===== src/rtl/gpio_port_pkg.sv =====
package gpio_port_pkg;
  localparam int PORT_W = 8;
  localparam int SYNC_STAGES = 2;
  localparam int ADDR_W = 2;

  localparam logic [ADDR_W-1:0] ADDR_PORT = 2'd0;
  localparam logic [ADDR_W-1:0] ADDR_LAT  = 2'd1;
  localparam logic [ADDR_W-1:0] ADDR_DIR  = 2'd2;
  localparam logic [ADDR_W-1:0] ADDR_CTRL = 2'd3;

  // PWM eligibility per pin
  localparam logic [PORT_W-1:0] PWM_FIXED_MASK = 8'h07;
  localparam logic [PORT_W-1:0] PWM_PAIR_MASK  = 8'h78;
  localparam logic [PORT_W-1:0] PWM_PIN7_MASK  = 8'h80;

  localparam int REFCLK_PIN = 3;
  localparam int STROBE_WR_PIN = 1;
  localparam int STROBE_RD_PIN = 0;

  typedef enum logic [2:0] {
    OWN_BUS, OWN_STROBE, OWN_PWM, OWN_REFCLK, OWN_GPIO
  } pin_owner_e;
endpackage


===== src/rtl/gpio_port_sync.sv =====
module gpio_port_sync #(
  parameter int W = 8,
  parameter int STAGES = 2
) (
  input  logic         clk_i,
  input  logic         rst_ni,
  input  logic [W-1:0] d_i,
  output logic [W-1:0] q_o
);
  logic [W-1:0] stage_q [STAGES];

  always_ff @(posedge clk_i or negedge rst_ni) begin
    if (!rst_ni) begin
      for (int i = 0; i < STAGES; i++) stage_q[i] <= '0;
    end else begin
      stage_q[0] <= d_i;
      for (int i = 1; i < STAGES; i++) stage_q[i] <= stage_q[i-1];
    end
  end

  assign q_o = stage_q[STAGES-1];
endmodule


===== src/rtl/gpio_port_regs.sv =====
module gpio_port_regs
  import gpio_port_pkg::*;
(
  input  logic              clk_i,
  input  logic              rst_ni,
  input  logic              wr_en_i,
  input  logic [ADDR_W-1:0] addr_i,
  input  logic [PORT_W-1:0] wdata_i,
  input  logic [PORT_W-1:0] pin_sync_i,
  output logic [PORT_W-1:0] lat_o,
  output logic [PORT_W-1:0] dir_o,
  output logic              pu_en_o,
  output logic [PORT_W-1:0] rdata_o
);
  always_ff @(posedge clk_i or negedge rst_ni) begin
    if (!rst_ni) begin
      lat_o   <= '0;
      dir_o   <= '1;
      pu_en_o <= 1'b0;
    end else if (wr_en_i) begin
      case (addr_i)
        ADDR_PORT, ADDR_LAT: lat_o <= wdata_i;
        ADDR_DIR:            dir_o <= wdata_i;
        default:             pu_en_o <= wdata_i[0];
      endcase
    end
  end

  always_comb begin
    case (addr_i)
      ADDR_PORT: rdata_o = pin_sync_i;
      ADDR_LAT:  rdata_o = lat_o;
      ADDR_DIR:  rdata_o = dir_o;
      default:   rdata_o = {{(PORT_W-1){1'b0}}, pu_en_o};
    endcase
  end

  AST_LAT_WRITE: assert property (@(posedge clk_i) disable iff (!rst_ni)
    wr_en_i && (addr_i == ADDR_PORT || addr_i == ADDR_LAT) |=> lat_o == $past(wdata_i));
  AST_DIR_WRITE: assert property (@(posedge clk_i) disable iff (!rst_ni)
    wr_en_i && addr_i == ADDR_DIR |=> dir_o == $past(wdata_i));
  AST_DIR_HOLD: assert property (@(posedge clk_i) disable iff (!rst_ni)
    !(wr_en_i && addr_i == ADDR_DIR) |=> $stable(dir_o));
endmodule


===== src/rtl/gpio_port_pin_mux.sv =====
module gpio_port_pin_mux
  import gpio_port_pkg::*;
(
  input  logic [PORT_W-1:0] lat_i,
  input  logic [PORT_W-1:0] dir_i,
  input  logic              ext_bus_dis_i,
  input  logic [PORT_W-1:0] bus_do_i,
  input  logic              bus_oe_i,
  input  logic              strobe_sel_n_i,
  input  logic              strobe_wr_i,
  input  logic              strobe_rd_i,
  input  logic              pwm_pairs_here_i,
  input  logic              pwm_pin7_en_i,
  input  logic [PORT_W-1:0] pwm_do_i,
  input  logic [PORT_W-1:0] pwm_oe_i,
  input  logic              refclk_en_i,
  input  logic              refclk_i,
  output logic [PORT_W-1:0] pad_do_o,
  output logic [PORT_W-1:0] pad_oe_o
);
  logic [PORT_W-1:0] pwm_elig;
  assign pwm_elig = PWM_FIXED_MASK
                  | (PWM_PAIR_MASK & {PORT_W{pwm_pairs_here_i}})
                  | (PWM_PIN7_MASK & {PORT_W{pwm_pin7_en_i}});

  for (genvar k = 0; k < PORT_W; k++) begin : g_pin
    localparam bit IS_STROBE = (k == STROBE_WR_PIN) || (k == STROBE_RD_PIN);
    localparam bit IS_REFCLK = (k == REFCLK_PIN);
    pin_owner_e owner;
    logic strobe_val;

    assign strobe_val = (k == STROBE_WR_PIN) ? strobe_wr_i : strobe_rd_i;

    always_comb begin
      if (!ext_bus_dis_i)                     owner = OWN_BUS;
      else if (IS_STROBE && !strobe_sel_n_i)  owner = OWN_STROBE;
      else if (pwm_elig[k] && pwm_oe_i[k])    owner = OWN_PWM;
      else if (IS_REFCLK && refclk_en_i)      owner = OWN_REFCLK;
      else                                    owner = OWN_GPIO;
    end

    always_comb begin
      case (owner)
        OWN_BUS:    begin pad_oe_o[k] = bus_oe_i; pad_do_o[k] = bus_do_i[k]; end
        OWN_STROBE: begin pad_oe_o[k] = 1'b1;     pad_do_o[k] = strobe_val;  end
        OWN_PWM:    begin pad_oe_o[k] = 1'b1;     pad_do_o[k] = pwm_do_i[k]; end
        OWN_REFCLK: begin pad_oe_o[k] = 1'b1;     pad_do_o[k] = refclk_i;    end
        default:    begin pad_oe_o[k] = ~dir_i[k]; pad_do_o[k] = lat_i[k];   end
      endcase
    end
  end
endmodule


===== src/rtl/gpio_port.sv =====
module gpio_port
  import gpio_port_pkg::*;
(
  input  logic              clk_i,
  input  logic              rst_ni,
  input  logic              wr_en_i,
  input  logic [ADDR_W-1:0] addr_i,
  input  logic [PORT_W-1:0] wdata_i,
  output logic [PORT_W-1:0] rdata_o,
  input  logic [PORT_W-1:0] pin_i,
  output logic [PORT_W-1:0] pad_do_o,
  output logic [PORT_W-1:0] pad_oe_o,
  output logic [PORT_W-1:0] pad_pu_o,
  input  logic              ext_bus_dis_i,
  input  logic [PORT_W-1:0] bus_do_i,
  input  logic              bus_oe_i,
  input  logic              strobe_sel_n_i,
  input  logic              strobe_wr_i,
  input  logic              strobe_rd_i,
  input  logic              pwm_pairs_here_i,
  input  logic              pwm_pin7_en_i,
  input  logic [PORT_W-1:0] pwm_do_i,
  input  logic [PORT_W-1:0] pwm_oe_i,
  input  logic              refclk_en_i,
  input  logic              refclk_i
);
  logic [PORT_W-1:0] lat_q, dir_q, pin_sync;
  logic              pu_en_q;

  gpio_port_sync #(.W(PORT_W), .STAGES(SYNC_STAGES)) u_sync (
    .clk_i, .rst_ni, .d_i(pin_i), .q_o(pin_sync)
  );

  gpio_port_regs u_regs (
    .clk_i, .rst_ni, .wr_en_i, .addr_i, .wdata_i,
    .pin_sync_i(pin_sync), .lat_o(lat_q), .dir_o(dir_q),
    .pu_en_o(pu_en_q), .rdata_o
  );

  gpio_port_pin_mux u_mux (
    .lat_i(lat_q), .dir_i(dir_q),
    .ext_bus_dis_i, .bus_do_i, .bus_oe_i,
    .strobe_sel_n_i, .strobe_wr_i, .strobe_rd_i,
    .pwm_pairs_here_i, .pwm_pin7_en_i, .pwm_do_i, .pwm_oe_i,
    .refclk_en_i, .refclk_i,
    .pad_do_o, .pad_oe_o
  );

  // pull-up only on undriven pins
  assign pad_pu_o = {PORT_W{pu_en_q}} & ~pad_oe_o;

  // cycles since reset, for the synchronizer latency check
  logic [1:0] since_rst_q;
  always_ff @(posedge clk_i or negedge rst_ni) begin
    if (!rst_ni) since_rst_q <= '0;
    else if (since_rst_q != 2'd3) since_rst_q <= since_rst_q + 2'd1;
  end

  AST_SYNC_DELAY: assert property (@(posedge clk_i) disable iff (!rst_ni)
    since_rst_q >= 2'd2 |-> pin_sync == $past(pin_i, 2));
  AST_PU_OFF_DRIVEN: assert property (@(posedge clk_i) disable iff (!rst_ni)
    (pad_pu_o & pad_oe_o) == '0);
  AST_BUS_OWNS: assert property (@(posedge clk_i) disable iff (!rst_ni)
    !ext_bus_dis_i |-> pad_oe_o == {PORT_W{bus_oe_i}} && pad_do_o == bus_do_i);
  AST_STROBE_PINS: assert property (@(posedge clk_i) disable iff (!rst_ni)
    ext_bus_dis_i && !strobe_sel_n_i |->
      pad_oe_o[1:0] == 2'b11 && pad_do_o[1:0] == {strobe_wr_i, strobe_rd_i});
  AST_GPIO_DEFAULT: assert property (@(posedge clk_i) disable iff (!rst_ni)
    ext_bus_dis_i && strobe_sel_n_i && pwm_oe_i == '0 && !refclk_en_i |->
      pad_oe_o == ~dir_q && pad_do_o == lat_q);
  AST_REFCLK_PIN: assert property (@(posedge clk_i) disable iff (!rst_ni)
    ext_bus_dis_i && refclk_en_i && !(pwm_pairs_here_i && pwm_oe_i[REFCLK_PIN]) |->
      pad_oe_o[REFCLK_PIN] && pad_do_o[REFCLK_PIN] == refclk_i);
endmodule


===== config.mk =====
export PLATFORM = sky130hd
export DESIGN_NAME = gpio_port
export DESIGN_NICKNAME = d
export VERILOG_FILES = /design/src/rtl/gpio_port_pkg.sv /design/src/rtl/gpio_port_sync.sv /design/src/rtl/gpio_port_regs.sv /design/src/rtl/gpio_port_pin_mux.sv /design/src/rtl/gpio_port.sv
export SDC_FILE = /design/constraint.sdc
export NUM_CORES = 1
export LEC_CHECK = 0
export ABC_AREA = 1
export BUFFER_PORTS_ARGS = -buffer_cell sky130_fd_sc_hd__buf_4
export CAP_MARGIN = 0
export CORE_MARGIN = 2
export CORE_UTILIZATION = 48
export CTS_CLUSTER_DIAMETER = 80
export CTS_CLUSTER_SIZE = 14
export DETAILED_ROUTE_END_ITERATION = 12
export PLACE_DENSITY = 0.84
export SLEW_MARGIN = 25
export SYNTH_ARGS = -nofsm -noshare
export SYNTH_HDL_FRONTEND = slang
export SYNTH_HIERARCHICAL = 1
export SYNTH_SLANG_ARGS = --single-unit

===== constraint.sdc =====
create_clock -name clk_i -period 2.7 [get_ports clk_i]
set_clock_uncertainty 0.1 [all_clocks]
set_input_delay 0.135 -clock clk_i [delete_from_list [all_inputs] [get_ports clk_i]]
set_output_delay 0.135 -clock clk_i [all_outputs]
set_load 0.02 [all_outputs]

==> metrics.yaml <==
yosys:
  async_reset_ff_share_pct: 100.0
  syn_area_um2: 1662
  ys_types: 15
  ys_warn_count: 6
  synth-seq-area-share_pct: 50.30
  synth_seq_cells: 33
  synth_ff_type: "dfrtp_1"
  synth-edff-count: 0
  synth_fp_nets: 271
  synth_area_per_cell_um2: 7.657
  synth_cells: 217
flow_run:
  max-cap-violations: 0
run_status:
  outcome: "complete, no violations"
placed_design:
  hpwlAfterDp_um: 3141
  gp_congestion: 0.9178
  post-place-cells: 336
  port_buffers: 85
sta:
  hold_ws_ps: 24.94
  finalHoldViolCount: 0
  worst_pin_slew_ps: 481.3
  clock.fmax_mhz: 620.8
  setup-violations-final: 0
  setup_tns_ps: 0
  worst_slew_margin_rel_pct: 67.79
  rsz0062_at_grt: "false"
  maxSlewViolCount: 0
  period_needed_ps: 1611
  fin_crit_sh_pct: 59.66
power_and_ir_drop:
  p_int_w: 0.0008232
  pwr-share-seq_pct: 49.4
  power.share.switching_pct: 31.60
  pwr_density_cell_nw_per_um2: 482.2
  combPwrFrac_pct: 29.8
  p_clk_share_pct: 20.8
  power_w: 0.001204
  p_leak_nw: 1.315
  switchingPower_w: 0.0003804
  peakVddDrop_uv: 384.7
clock_network:
  cts_tree: "built"
  clock_sinks: 33
  insertion_delay_ps: 320
  cts_buffer_depth: 2
  cts_setup_buffers: 0
  cts_resized: 0
  clk_pin_slew_ps: 90
  clk_root_buffer_cell: "clkbuf_4"
  cts_max_level: 2
  cts_buffers: 5
  cts_hold_buf: 17
worst_setup_path:
  arrival_ps: 1380
  crit_start: "u_regs/dir_o[3]$_DFFE_PN1P_"
  path_cells: "nand4_1, nand2_1, inv_1, nor2_1, buf_4"
  critPathMaxStageDelay_ps: 560
  crit_buf_inv: 2
  crit_path_end_kind: "primary output"
  critPathMaxFanout: 3
  reg2reg_to: "u_regs/dir_o[0]$_DFFE_PN1P_"
  rrSetupSlack_ps: 1860
  crit_family: "flip-flops"
  rr_startpoint: "u_regs/dir_o[0]$_DFFE_PN1P_"
  r2r_cells: 2
  setup.worst_path.class: "reg2out"
  cp_data_required_time_ps: 2470
  cp-start-kind: "flop"
  cp_slowest_cell: "dfstp_2"
global_routing:
  track_usage_pct: 24.01
  grt_pass1_wl_um: 7445
  antenna_found_initial: 0
  grt_max_degree: 34
  overflow: 0
  grt_pass1_vias: 1675
drt:
  first_iter_violations: 83
  vias: 1772
  first_pass_iters: 4
  drc: 0
  drt_wl_total_um: 4283
  drtAntennaViolNets: 0
  drt-wirelength-per-cell_um: 11.86
  vias_per_cell: 4.909
floorplanning:
  dieWidth_um: 62.84
  die_area_um2: 3948
  start_util_pct: 49.79
  fp.dieH_um: 62.84
  ios: 86
  rows: 21
  fp.coreArea_um2: 3337
hold_path:
  hp-class: "in2reg"
  hold_end: "u_regs/pu_en_o$_DFFE_PN0P_"
  min_path_cells: 3
  min-delay-start: "addr_i[0]"
cells_and_area:
  final_cells: 361
  final_util_pct: 74.80
  synthToLayoutAreaGrowth_pct: 50.23
  drive_gt1_share_pct: 35.56
  nets: 368
  diodes: 0
-- tightest hold or removal path: cells and delay by family --
family	cells	cell delay (ps)
buffers and inverters	1	130
and+or+nand+nor	1	80
AOI/OAI and AO/OA	1	70
-- through the flow --
stage	cell area, um2	worst slack [ps]
6_report	2496	1089
5_1_grt	2496	999.3
4_1_cts	2496	1085
3_5_place_dp	2275	1419
3_3_place_gp	2275	1435
2_1_floorplan	1662	1372
-- state kept, by name, summed over array words and instances (netlist names) --
name	count
u_sync/q_o	8
u_regs/pu_en_o	1
u_sync/stage_q	8
u_regs/dir_o	8
u_regs/lat_o	8
-- per-layer routing --
layer / wire length (um) / up-vias / share of wire [%] / GRT usage [%]
met1: 1748 / 779 / 41 / 29.02
li1: - / 893 / - / -
met3: 379 / 5 / 8.8 / 5.586
met5: 0 / - / 0 / 0
met2: 2102 / 95 / 49 / 41.67
met4: 53 / 0 / 1.2 / 8.889
-- Yosys cell counts, types with 3 or more instances --
master,n,area share [%]
inv_1,11,2.5
a21oi_1,4,1.2
dfrtp_1,25,38
dfstp_2,8,13
inv_2,5,1.1
buf_4,9,4.1
nor2_2,3,1.1
nand2_1,86,19
nand3_1,28,8.4
nand4_1,13,4.9
nor2_1,14,3.2
buf_2,3,0.90
nand2_2,4,1.5
-- placed cells by master (no fill, tap or decap), types with 3 or more instances in the layout --
master and count:
dfrtp_1 25, a21oi_1 4, nand4_1 13, dfstp_2 8, inv_2 5, nor2_2 3
inv_1 11, nand2_1 86, nand3_1 28, dlygate4sd3_1 17, clkbuf_4 5, buf_4 85
nor2_1 14, nand2_2 4
-- cell type report --
class                           instances  area (um2)
Clock buffer                            6       41.29
Tap cell                               46       57.56
Timing Repair Buffer                  102       808.3
Inverter                               16       60.06
Fill cell                             271       840.8
Clock inverter                          2       10.01
Sequential cell                        33       835.8
Multi-Input combinational cell        156       683.2
-- cell families (layout without fill, tap and decap cells) --
logic type             count (synthesis)  after routing  share of synthesized area, %
AOI/OAI and AO/OA                      8              8                         2.560
DFF                                   33             33                         50.30
buffers and inverters                 28            126                         8.584
and+or+nand+nor                      148            148                         38.55
-- power groups by stage --
stage / clock [W] / sequential, W / combinational (W)
after global placement: 0 / 0.000603 / 0.000334
after detailed placement: 0 / 0.000604 / 0.000339
final: 0.000250 / 0.000595 / 0.000358
after global routing: 0.000290 / 0.000602 / 0.000394
after CTS: 0.000262 / 0.000595 / 0.000360
after floorplan: 0 / 0.000590 / 0.000183
-- worst max path at each step --
stage	cells after the start	endpoint
2_1_floorplan	2	pad_pu_o[2]
3_3_place_gp	7	pad_pu_o[6]
3_5_place_dp	7	pad_pu_o[3]
4_1_cts	5	pad_pu_o[3]
5_1_grt	5	pad_pu_o[6]
6_report	5	pad_pu_o[3]
Note: power is estimated with default switching activity, not from simulation.
